File: src/rtl/dbg_arm_pkg.sv
// Package: shared widths and field positions for the debug arm/trigger
// control register. Assumes the byte is laid out as {arm, trig, cfg, sel}.
package dbg_arm_pkg;
    parameter int unsigned CFG_W_DEF = 4;
    parameter int unsigned SEL_W_DEF = 2;

    // Total register width for a given field configuration.
    function automatic int unsigned reg_width(input int unsigned cfg_w, input int unsigned sel_w);
        return 2 + cfg_w + sel_w;
    endfunction
endpackage

File: src/rtl/dbg_arm_wdec.sv
// Module: splits a register write into per-field values and write enables.
// Assumes arm_q is the stored arm level before the write. The configuration
// field is enabled only while that level is 0.
module dbg_arm_wdec #(
    parameter int unsigned CFG_W = dbg_arm_pkg::CFG_W_DEF,
    parameter int unsigned SEL_W = dbg_arm_pkg::SEL_W_DEF,
    localparam int unsigned DW   = dbg_arm_pkg::reg_width(CFG_W, SEL_W)
) (
    input  logic             wr_i,
    input  logic [DW-1:0]    wdata_i,
    input  logic             arm_q_i,
    output logic             arm_we_o,
    output logic             arm_val_o,
    output logic             trig_req_o,
    output logic             cfg_we_o,
    output logic [CFG_W-1:0] cfg_val_o,
    output logic             sel_we_o,
    output logic [SEL_W-1:0] sel_val_o
);
    localparam int unsigned ARM_POS = DW - 1;
    localparam int unsigned TRG_POS = DW - 2;
    localparam int unsigned CFG_LO  = SEL_W;

    // Field split and arm-dependent write masking.
    always_comb begin
        arm_we_o   = wr_i;
        arm_val_o  = wdata_i[ARM_POS];
        trig_req_o = wr_i & wdata_i[TRG_POS];
        cfg_we_o   = wr_i & ~arm_q_i;
        cfg_val_o  = wdata_i[CFG_LO +: CFG_W];
        sel_we_o   = wr_i;
        sel_val_o  = wdata_i[SEL_W-1:0];
    end
endmodule

File: src/rtl/dbg_arm_state.sv
// Module: stored arm, configuration and select state, plus the pulse that
// starts the sequencer. Assumes a hardware disarm takes priority over a
// software write in the same cycle.
module dbg_arm_state #(
    parameter int unsigned CFG_W = dbg_arm_pkg::CFG_W_DEF,
    parameter int unsigned SEL_W = dbg_arm_pkg::SEL_W_DEF
) (
    input  logic             clk,
    input  logic             rst_n,
    input  logic             hw_disarm_i,
    input  logic             arm_we_i,
    input  logic             arm_val_i,
    input  logic             cfg_we_i,
    input  logic [CFG_W-1:0] cfg_val_i,
    input  logic             sel_we_i,
    input  logic [SEL_W-1:0] sel_val_i,
    output logic             arm_q_o,
    output logic [CFG_W-1:0] cfg_q_o,
    output logic [SEL_W-1:0] sel_q_o,
    output logic             enter_s1_o
);
    logic arm_nxt;

    // Next arm level: hardware disarm first, then software write, else hold.
    always_comb begin
        if (hw_disarm_i)   arm_nxt = 1'b0;
        else if (arm_we_i) arm_nxt = arm_val_i;
        else               arm_nxt = arm_q_o;
    end

    // Arm level and its rising-edge pulse.
    always_ff @(posedge clk) begin
        if (!rst_n) begin
            arm_q_o    <= 1'b0;
            enter_s1_o <= 1'b0;
        end else begin
            arm_q_o    <= arm_nxt;
            enter_s1_o <= arm_nxt & ~arm_q_o;
        end
    end

    // Configuration field, written only through the masked enable.
    always_ff @(posedge clk) begin
        if (!rst_n)        cfg_q_o <= '0;
        else if (cfg_we_i) cfg_q_o <= cfg_val_i;
    end

    // Bank select, writable at any time.
    always_ff @(posedge clk) begin
        if (!rst_n)        sel_q_o <= '0;
        else if (sel_we_i) sel_q_o <= sel_val_i;
    end

    assert_cfg_frozen_armed_R3: assert property (@(posedge clk) disable iff (!rst_n)
        arm_q_o |=> $stable(cfg_q_o));

    assert_enter_on_rise_R9: assert property (@(posedge clk) disable iff (!rst_n)
        enter_s1_o |-> (arm_q_o && !$past(arm_q_o)));

    assert_hw_disarm_wins_R10: assert property (@(posedge clk) disable iff (!rst_n)
        hw_disarm_i |=> !arm_q_o);
endmodule

File: src/rtl/dbg_arm_trig.sv
// Module: gates a software trigger request and registers it into a
// one-cycle pulse. Assumes the tracing and alignment flags are level
// signals, valid in the cycle of the write.
module dbg_arm_trig (
    input  logic clk,
    input  logic rst_n,
    input  logic wr_i,
    input  logic trig_req_i,
    input  logic secure_i,
    input  logic trace_active_i,
    input  logic align_bm_i,
    output logic trig_pulse_o
);
    logic blocked;

    // A request is dropped in secure mode or once begin/mid tracing has started.
    always_comb blocked = secure_i | (trace_active_i & align_bm_i);

    // Register the gated request as a single-cycle pulse.
    always_ff @(posedge clk) begin
        if (!rst_n) trig_pulse_o <= 1'b0;
        else        trig_pulse_o <= trig_req_i & ~blocked;
    end

    assert_pulse_from_write_R6: assert property (@(posedge clk) disable iff (!rst_n)
        trig_pulse_o |-> $past(trig_req_i && wr_i));

    assert_secure_blocks_R7: assert property (@(posedge clk) disable iff (!rst_n)
        (wr_i && secure_i) |=> !trig_pulse_o);

    assert_trace_blocks_R8: assert property (@(posedge clk) disable iff (!rst_n)
        (wr_i && trace_active_i && align_bm_i) |=> !trig_pulse_o);
endmodule

File: src/rtl/dbg_arm_ctrl.sv
// Module: top of the debug arm/trigger control register. Connects the
// write decoder, state and trigger gate, and packs the read data.
// Assumes a single register, so there is no address decode.
module dbg_arm_ctrl #(
    parameter int unsigned CFG_W = dbg_arm_pkg::CFG_W_DEF,
    parameter int unsigned SEL_W = dbg_arm_pkg::SEL_W_DEF,
    localparam int unsigned DW   = dbg_arm_pkg::reg_width(CFG_W, SEL_W)
) (
    input  logic             clk,
    input  logic             rst_n,
    input  logic             reg_wr,
    input  logic [DW-1:0]    reg_wdata,
    output logic [DW-1:0]    reg_rdata,
    input  logic             secure_i,
    input  logic             hw_disarm_i,
    input  logic             trace_active_i,
    input  logic             align_bm_i,
    output logic             arm_o,
    output logic             trig_pulse_o,
    output logic             enter_s1_o,
    output logic [CFG_W-1:0] cfg_o,
    output logic [SEL_W-1:0] sel_o
);
    logic             arm_we, arm_val, trig_req, cfg_we, sel_we;
    logic [CFG_W-1:0] cfg_val;
    logic [SEL_W-1:0] sel_val;

    dbg_arm_wdec #(.CFG_W(CFG_W), .SEL_W(SEL_W)) u_wdec (
        .wr_i       (reg_wr),
        .wdata_i    (reg_wdata),
        .arm_q_i    (arm_o),
        .arm_we_o   (arm_we),
        .arm_val_o  (arm_val),
        .trig_req_o (trig_req),
        .cfg_we_o   (cfg_we),
        .cfg_val_o  (cfg_val),
        .sel_we_o   (sel_we),
        .sel_val_o  (sel_val)
    );

    dbg_arm_state #(.CFG_W(CFG_W), .SEL_W(SEL_W)) u_state (
        .clk         (clk),
        .rst_n       (rst_n),
        .hw_disarm_i (hw_disarm_i),
        .arm_we_i    (arm_we),
        .arm_val_i   (arm_val),
        .cfg_we_i    (cfg_we),
        .cfg_val_i   (cfg_val),
        .sel_we_i    (sel_we),
        .sel_val_i   (sel_val),
        .arm_q_o     (arm_o),
        .cfg_q_o     (cfg_o),
        .sel_q_o     (sel_o),
        .enter_s1_o  (enter_s1_o)
    );

    dbg_arm_trig u_trig (
        .clk            (clk),
        .rst_n          (rst_n),
        .wr_i           (reg_wr),
        .trig_req_i     (trig_req),
        .secure_i       (secure_i),
        .trace_active_i (trace_active_i),
        .align_bm_i     (align_bm_i),
        .trig_pulse_o   (trig_pulse_o)
    );

    // Read data: the trigger position always returns 0.
    always_comb reg_rdata = {arm_o, 1'b0, cfg_o, sel_o};

    assert_rd_arm_tracks_R2: assert property (@(posedge clk) disable iff (!rst_n)
        (reg_wr && !hw_disarm_i) |=> (reg_rdata[DW-1] == $past(reg_wdata[DW-1])));
endmodule

File: config.mk
export PLATFORM = sky130hd
export DESIGN_NAME = dbg_arm_ctrl
export DESIGN_NICKNAME = d
export VERILOG_FILES = /design/src/rtl/dbg_arm_pkg.sv /design/src/rtl/dbg_arm_wdec.sv /design/src/rtl/dbg_arm_state.sv /design/src/rtl/dbg_arm_trig.sv /design/src/rtl/dbg_arm_ctrl.sv
export SDC_FILE = /design/constraint.sdc
export NUM_CORES = 1
export LEC_CHECK = 0
export BUFFER_PORTS_ARGS = -buffer_cell sky130_fd_sc_hd__buf_2
export CAP_MARGIN = 15
export CORE_AREA = 2 2 39 41
export CTS_CLUSTER_SIZE = 14
export DETAILED_ROUTE_END_ITERATION = 10
export DIE_AREA = 0 0 41 43
export HOLD_SLACK_MARGIN = 0.06
export PLACE_DENSITY = 0.79
export SYNTH_ARGS = -nofsm -noshare
export SYNTH_HDL_FRONTEND = slang
export SYNTH_HIERARCHICAL = 1
export SYNTH_SLANG_ARGS = --single-unit
File: constraint.sdc
create_clock -name clk -period 1.2 [get_ports clk]
set_input_delay 0.18 -clock clk [delete_from_list [all_inputs] [get_ports clk]]
set_output_delay 0.18 -clock clk [all_outputs]
set_load 0.01 [all_outputs]
==> impl_metrics.csv, run 1 <==
group,metric,value,unit
status,status,"completed",
logic_synthesis,synth.cell_area,488,um2
clock_network,cts_root_buf,"clkbuf_4",
logic_synthesis,synth_cells,49,
critical_path,crit_buf_inv,1,
route,drc_errors,0,
clock_network,htreeDepth,1,
die,core,1380,um2
route,totalWireLength,704,um
critical_path,crit_arrival,0.87,ns
finish,post-route-util,39.4,%
sta,setup-violations-final,0,
route,first_pass_iters,2,
sta,fin_crit,1.05,ns
hold_path,min_to,"u_trig/trig_pulse_o$_SDFF_PN0_",
critical_path,worstPathCellList,"buf_2",
place,detailed_place_hpwl,585,um
finish,drive_gt1_share,55.4,%
power,power_density,1190,nW/um2
route,ant_nets,0,
route,viasPerCell,4.01,
die,die_w,41,um
logic_synthesis,syn_avg_cell_area,9.96,um2
clock_network,ctsHoldBuffers,0,
clock_network,clk_latency,0.25,ns
sta,fin_crit_sh,87.5,%
clock_network,clock_sinks,9,
run,drv_cap,0,
die,die_h,43,um
finish,final_cell_mix,"30 x buf_2, 9 x dfxtp_1, 6 x mux2i_1, 6 x nor2b_1, 3 x clkbuf_4",
route,first_iter_violations,1,
sta,fin_skew,0.00364,ns
power,design_power_total,650,uW
hold_path,worstHoldPathCells,2,
sta,fmax,952,MHz
critical_path,cp_max_fo,5,
clock_network,cts_tree,"yes",
sta,rsz0062_at_grt,"false",
logic_synthesis,ys_warn_count,6,
power,leakage,0.000296,uW
critical_path,r2r_end,"u_state/cfg_q_o[1]$_SDFFE_PN0P_",
place,place_congestion,0.588,
finish,mostFrequentLayoutCell,"buf_2",
critical_path,r2r_slack,0.25,ns
clock_network,cts_max_path_buffers,2,
die,rows,14,
critical_path,cp.required,1.02,ns
critical_path,crit_family,"flip-flops",
global_routing,grt-ovfl-total,0,
hold_path,hp-start,"secure_i",
finish,fin_nets,81,
route,dr_total_vias,325,
route,wl_per_cell,8.69,um
power,peakVddDrop,0.464,mV
critical_path,cp_slowest_cell,"dfxtp_1",
global_routing,grt_max_degree,9,
place,port_buffers,30,
critical_path,r2r-start,"u_state/arm_q_o$_SDFF_PN0_",
clock_network,cts_resized,0,
global_routing,antenna_found_initial,0,
sta,drv_slew,0,
critical_path,reg2regPathDepth,3,
clock_network,cts_buffers,3,
finish,syn_to_final_growth,11.8,%
die,start_util,35.3,%
logic_synthesis,ys_seq_area_share,36.9,%
sta,fin_tns_setup,0,ns
die,die-area,1760,um2
sta,hold_viol,0,
hold_path,hold_path.class,"in2reg",
die,ioPinCount,32,
global_routing,grt_pass1_vias,296,
sta,whs,0.0921,ns
clock_network,cts_setup_buffers,0,
critical_path,end_kind,"output port",
logic_synthesis,synthDistinctLibCells,13,
global_routing,grt_usage,9.58,%
finish,diodes,0,
logic_synthesis,synth-seq-cells,9,
clock_network,clk_pin_slew,0.06,ns
critical_path,critical_path_class,"reg2out",
logic_synthesis,synth_fp_nets,64,
critical_path,slowest_delay,0.45,ns
global_routing,grt_pass1_wl,1.17,mm
critical_path,worstSetupStartpointType,"flop",
## cell usage after synthesis
master,n,share of area (%)
buf_4,17,26
dfxtp_1,9,37
mux2i_1,6,12
nor2b_1,6,7.7
nand2_1,2,1.5
nand2b_1,2,2.6
a211oi_2,1,2.6
a21oi_1,1,1.0
and2_1,1,1.3
buf_6,1,2.3
conb_1,1,0.77
nor2b_4,1,2.8
nor3_2,1,2.1
## power breakdown
| group | switching [uW] | total (uW) | internal [uW] |
|---|---|---|---|
| clock | 92.4 | 220 | 127 |
| sequential | 10.0 | 324 | 314 |
| combinational | 49.7 | 106 | 56.5 |
## logic make-up after synthesis
family | share of synthesized area (%)
buffers and inverters | 28.5
AND/OR/NAND/NOR | 17.9
flip-flops | 36.9
multiplexers | 12.3
AO/OA/AOI/OAI | 3.59
other | 0.768
## routing by layer
metal	wire, um	global-route usage (%)
met5	0	0
met4	0	8.00
met3	44	0
met2	351	14.1
met1	309	12.4
## worst max path at each step
stage                                          start                               to  slack [ns]  depth (start not counted)
after floorplan           u_state/arm_q_o$_SDFF_PN0_  u_state/cfg_q_o[0]$_SDFFE_PN0P_        0.26                          4
after detailed placement  u_state/arm_q_o$_SDFF_PN0_  u_state/cfg_q_o[3]$_SDFFE_PN0P_        0.24                          3
after global placement    u_state/arm_q_o$_SDFF_PN0_  u_state/cfg_q_o[3]$_SDFFE_PN0P_        0.27                          3
after global routing      u_state/arm_q_o$_SDFF_PN0_                     reg_rdata[7]        0.09                          1
after CTS                 u_state/arm_q_o$_SDFF_PN0_                            arm_o        0.13                          1
final                     u_state/arm_q_o$_SDFF_PN0_                     reg_rdata[7]        0.15                          1
## layout make-up
class / instances / area [um2]
fillers: 151 / 838
flip-flops and latches: 9 / 180
multi-input cells: 22 / 169
repair buffers: 30 / 150
clock buffers: 4 / 26.3
well taps: 16 / 20.0
## metrics by stage
stage | cells | area [um2] | worst slack [ns]
2_1_floorplan | 49 | 488 | 0.262
3_3_place_gp | 77 | 519 | 0.274
3_5_place_dp | 77 | 519 | 0.242
4_1_cts | 81 | 546 | 0.127
5_1_grt | 81 | 546 | 0.0876
6_report | 81 | 546 | 0.150
## sequential cells by signal, indices dropped and copies added (netlist names)
| signal | count |
|---|---|
| u_state/cfg_q_o | 4 |
| u_state/arm_q_o | 1 |
| u_trig/trig_pulse_o | 1 |
| u_state/sel_q_o | 2 |
| u_state/enter_s1_o | 1 |
No activity file was read; power rests on OpenSTA's default activity.
==> run 2: changes to the inputs <==
Settings changed: CELL_PAD_IN_SITES_DETAIL_PLACEMENT set to 2, CELL_PAD_IN_SITES_GLOBAL_PLACEMENT set to 2, CORE_AREA 2 2 39 41 to unset, CORE_UTILIZATION set to 21, DIE_AREA 0 0 41 43 to unset, PLACE_DENSITY 0.79 to 0.82.
==> run 2 against run 1 <==
  * Routed wire length up 36%
  * Via count grew 13%
  * Hold slack got worse by 0.0068 ns
  * Register-to-register slack is essentially flat
  * Die area grew 43%
  * Critical path depth is the same
  * Worst setup slack got worse by 0.014 ns
  * Global-route usage down 1.5 points
  * Clock skew is 0.0030 ns lower
  * Final area grew 2.8%
  * Clock power rose by 4%
  * Non-clock buffer count unchanged
==> impl_metrics.csv, run 2 (same netlist as run 1, synthesis figures left out) <==
group,metric,value,unit
route,totalWireLength,956,um
critical_path,worstPathCellList,"buf_2",
die,core,2190,um2
critical_path,cp_slowest_cell,"dfxtp_1",
power,peakVddDrop,0.489,mV
critical_path,reg2regPathDepth,3,
sta,fin_crit_sh,88.7,%
power,leakage,0.000296,uW
die,die_w,50.2,um
run,drv_cap,0,
route,drc_errors,0,
sta,fin_skew,0.000660,ns
clock_network,clk_pin_slew,0.06,ns
finish,mostFrequentLayoutCell,"buf_2",
die,rows,17,
route,ant_nets,0,
finish,final_cell_mix,"30 x buf_2, 9 x dfxtp_1, 6 x mux2i_1, 6 x nor2b_1, 3 x clkbuf_4",
global_routing,grt-ovfl-total,0,
route,first_pass_iters,3,
hold_path,min_to,"u_trig/trig_pulse_o$_SDFF_PN0_",
clock_network,clk_latency,0.25,ns
place,placed_area,534,um2
die,die-area,2520,um2
hold_path,hold_path.class,"in2reg",
critical_path,crit_buf_inv,1,
place,place_congestion,0.637,
sta,fin_crit,1.06,ns
clock_network,cts_resized,0,
finish,reg_top3,"u_state/cfg_q_o x4, u_state/sel_q_o x2",
critical_path,crit_arrival,0.88,ns
clock_network,clock_sinks,9,
route,first_iter_violations,3,
die,die_h,50.2,um
route,viasPerCell,3.94,
global_routing,antenna_found_initial,0,
global_routing,grt_pass1_vias,362,
finish,postLayoutCellArea,561,um2
hold_path,hp-start,"secure_i",
sta,drv_slew,0,
clock_network,cts_tree,"yes",
sta,fmax,939,MHz
finish,max_flop_register,"u_state/cfg_q_o",
place,detailed_place_hpwl,815,um
clock_network,cts_setup_buffers,0,
global_routing,grt_usage,8.11,%
route,wl_per_cell,10.3,um
clock_network,cts_max_path_buffers,2,
finish,drive_gt1_share,55.4,%
critical_path,r2r_end,"u_state/cfg_q_o[2]$_SDFFE_PN0P_",
sta,hold_viol,0,
critical_path,r2r-start,"u_state/arm_q_o$_SDFF_PN0_",
critical_path,cp-startpoint,"u_state/arm_q_o$_SDFF_PN0_",
global_routing,grt_pass1_wl,1.48,mm
finish,fin_nets,81,
sta,setup-violations-final,0,
critical_path,crit_family,"flip-flops",
critical_path,end_kind,"output port",
die,ioPinCount,32,
critical_path,critical_path_class,"reg2out",
clock_network,cts_buffers,3,
power,power_density,1180,nW/um2
place,port_buffers,30,
status,status,"completed",
clock_network,ctsHoldBuffers,0,
sta,fin_tns_setup,0,ns
clock_network,cts_root_buf,"clkbuf_4",
critical_path,worstSetupStartpointType,"flop",
critical_path,cp.required,1.02,ns
critical_path,r2r_slack,0.24,ns
finish,syn_to_final_growth,14.9,%
global_routing,grt_max_degree,9,
critical_path,cp_max_fo,5,
die,start_util,22.3,%
finish,diodes,0,
clock_network,htreeDepth,1,
finish,largest_reg_flops,4,
hold_path,worstHoldPathCells,2,
sta,rsz0062_at_grt,"false",
route,dr_total_vias,366,
critical_path,slowest_delay,0.45,ns
finish,fill_cells,269,
## run 2: where the power goes
group | leakage (uW) | internal (uW) | switching, uW
registers | 0.0000739 | 314 | 10.3
clock network | 0.0000150 | 128 | 101
logic | 0.000208 | 56.6 | 52.5
total | 0.000296 | 498 | 164
## run 2: worst reg2reg max path: cells and delay by family, from the launching register on
kind	cells	cell delay, ns
mux	1	0.21
simple gates	2	0.27
flops	1	0.37
## run 2: layout make-up
cell class,count,area (um2),area share (%)
Multi-Input combinational cell,22,169,30.1
Sequential cell,9,180,32.1
Tap cell,28,35.0,6.25
Clock buffer,4,26.3,4.69
Timing Repair Buffer,30,150,26.8
## run 2: worst max path at each step
stage	cells after the start	endpoint	slack, ns
floorplan	4	u_state/cfg_q_o[0]$_SDFFE_PN0P_	0.26
global placement	4	u_state/cfg_q_o[2]$_SDFFE_PN0P_	0.27
detailed placement	4	u_state/cfg_q_o[2]$_SDFFE_PN0P_	0.22
CTS	1	reg_rdata[7]	0.12
global route	1	arm_o	0.08
finish	1	arm_o	0.14
## run 2: through the flow
| stage | hold slack [ns] | cells | setup WS (ns) | util (%) | total power [uW] |
|---|---|---|---|---|---|
| 2_1_floorplan | 0.253 | 49 | 0.262 | - | 428 |
| 3_3_place_gp | 0.352 | 89 | 0.265 | 24.4 | 439 |
| 3_5_place_dp | 0.355 | 89 | 0.216 | 24.4 | 443 |
| 4_1_cts | 0.0778 | 93 | 0.117 | 25.6 | 681 |
| 5_1_grt | 0.0819 | 93 | 0.0767 | 25.6 | 704 |
| 6_report | 0.0853 | 93 | 0.135 | 25.6 | 663 |
## run 2: per-layer routing
layer	global-route usage, %	wire (um)	up-vias
met5	0	0	-
li1	-	-	170
met3	6.06	120	0
met4	1.43	0	0
met2	14.0	486	23
met1	7.69	349	173
==> run 3: changes to the inputs <==
Settings changed: CTS_BUF_LIST set to sky130_fd_sc_hd__clkbuf_16.
Clock period 1.2 ns to 0.99 ns, I/O delays scaled along.
==> run 3 against run 2 <==
  * Routed wire length up 3.2%
  * Combinational power grew 30%
  * Count of clock-buffer cells in the layout shrank 1
  * Total power rose by 85%
  * Global-route usage increased by 1.1 points
  * Largest power group is now clock
==> impl_metrics.csv, run 3 (same netlist as run 1, synthesis figures left out) <==
group,metric,value,unit
status,status,"completed",
finish,fin_cells,96,
global_routing,use_met1,10.5,%
global_routing,grt_pass1_wl,1.58,mm
clock_network,cts_buffers,3,
global_routing,grtUsageMet2,12.9,%
finish,syn_to_final_growth,31.3,%
sta,fin_skew,0.000461,ns
finish,final_cell_mix,"30 x buf_2, 8 x dfxtp_1, 6 x mux2i_1, 6 x nor2b_1, 3 x clkbuf_16",
global_routing,grt_usage,9.21,%
die,die_h,50.2,um
power,seq_power_share,32.2,%
sta,rsz0062_at_grt,"false",
finish,drive_gt1_share,58.8,%
sta,hold_viol,0,
route,viasPerCell,3.95,
finish,fin_nets,84,
critical_path,cp.required,0.84,ns
critical_path,worstSetupStartpointType,"flop",
clock_network,cts_max_path_buffers,2,
sta,setup-violations-final,0,
finish,fill_cells,262,
hold_path,hold_path.class,"in2reg",
place,port_buffers,30,
power,comb_power_share,11.5,%
die,rows,17,
place,detailed_place_hpwl,807,um
die,core,2190,um2
global_routing,antenna_found_initial,0,
run,drv_cap,0,
place,placed_area,549,um2
die,die-area,2520,um2
clock_network,htreeDepth,1,
global_routing,grt-ovfl-total,0,
power,leakage,0.000341,uW
critical_path,end_kind,"output port",
route,first_iter_violations,4,
route,ant_nets,0,
die,ioPinCount,32,
die,start_util,22.3,%
clock_network,clock_sinks,9,
route,totalWireLength,987,um
clock_network,clk_latency,0.23,ns
finish,diodes,0,
critical_path,critical_path_class,"reg2out",
sta,drv_slew,0,
die,die_w,50.2,um
route,dr_total_vias,379,
place,place_congestion,0.599,
finish,postLayoutCellArea,641,um2
power,p_int,985,uW
global_routing,grt_util_met3,6.36,%
global_routing,grt_pass1_vias,350,
power,power_density,1910,nW/um2
power,p_sw,242,uW
sta,fin_tns_setup,0,ns
finish,max_flop_register,"u_state/cfg_q_o",
route,drc_errors,0,
sta,fin_crit,0.949,ns
clock_network,clk_pin_slew,0.04,ns
critical_path,cp_max_fo,3,
finish,mostFrequentLayoutCell,"buf_2",
sta,fmax,1050,MHz
power,swShare,19.7,%
power,peakVddDrop,0.774,mV
critical_path,crit_arrival,0.80,ns
finish,largest_reg_flops,4,
global_routing,top_usage_layer,"met2",
route,wl_per_cell,10.3,um
clock_network,ctsHoldBuffers,0,
clock_network,cts_tree,"yes",
finish,reg_top3,"u_state/cfg_q_o x4, u_state/sel_q_o x2",
power,power_frac_clock,56.3,%
global_routing,grt_max_degree,9,
sta,fin_crit_sh,95.9,%
route,first_pass_iters,4,
clock_network,cts_root_buf,"clkbuf_16",
place,placed_cells,91,
-- run 3: changes by cell type in the layout (fill, tap and decap cells not counted) --
cell	delta
clkbuf_4	-3
inv_1	+1
dfxtp_1	-1
buf_6	+1
clkbuf_1	-1
buf_4	+2
clkbuf_16	+3
dfxtp_2	+1
-- run 3: routing by layer --
| layer | share of wire, % | routed length, um | vias to the layer above |
|---|---|---|---|
| met4 | 1.0 | 10 | 0 |
| met1 | 43 | 425 | 176 |
| li1 | - | - | 178 |
| met3 | 11 | 110 | 2 |
| met5 | 0 | 0 | - |
| met2 | 45 | 442 | 23 |
-- run 3: final timing paths --
path	start	endpoint	slack, ns	cells past startpoint
worst max-delay path	u_state/arm_q_o$_SDFF_PN0_	arm_o	0.04	2
worst min-delay path	secure_i	u_trig/trig_pulse_o$_SDFF_PN0_	0.08	2
worst max register to register	u_state/arm_q_o$_SDFF_PN0_	u_state/cfg_q_o[3]$_SDFFE_PN0P_	0.10	3
worst min register to register	u_state/sel_q_o[1]$_SDFFE_PN0P_	u_state/sel_q_o[1]$_SDFFE_PN0P_	0.53	2
-- run 3: cell type report --
| type | count | area [um2] | share of cell area [%] |
|---|---|---|---|
| repair buffers | 33 | 176 | 27.5 |
| multi-input cells | 22 | 169 | 26.4 |
| clock buffers | 3 | 75.1 | 11.7 |
| flip-flops and latches | 9 | 181 | 28.3 |
| well taps | 28 | 35.0 | 5.47 |
| clock inverters | 1 | 3.75 | 0.586 |
-- run 3: metrics by stage --
stage               util (%)  hold slack, ns  total power, uW  setup slack [ns]
floorplan                  -           0.221              519            0.0523
global placement        25.1           0.320              537             0.128
detailed placement      25.1           0.322              542            0.0764
CTS                     28.7          0.0780             1240           0.00267
global route            29.2          0.0758             1290           0.00485
finish                  29.2          0.0796             1230            0.0406
-- run 3: what timing repair did --
action / CTS / global route
buffers inserted: 0 / 1
resized for setup: 1 / 1
setup endpoints to repair: 2 / 2
-- run 3: critical path: stages, from the launching register on --
cell	delay, ns
dfxtp_2	0.33
buf_6	0.11
buf_2	0.13
-- run 3: power by group through the flow --
stage / clock, uW / combinational [uW] / sequential (uW)
6_report: 691 / 142 / 395
5_1_grt: 740 / 157 / 397
4_1_cts: 705 / 143 / 395
3_5_place_dp: 0 / 142 / 400
3_3_place_gp: 0 / 138 / 399
2_1_floorplan: 0 / 109 / 410
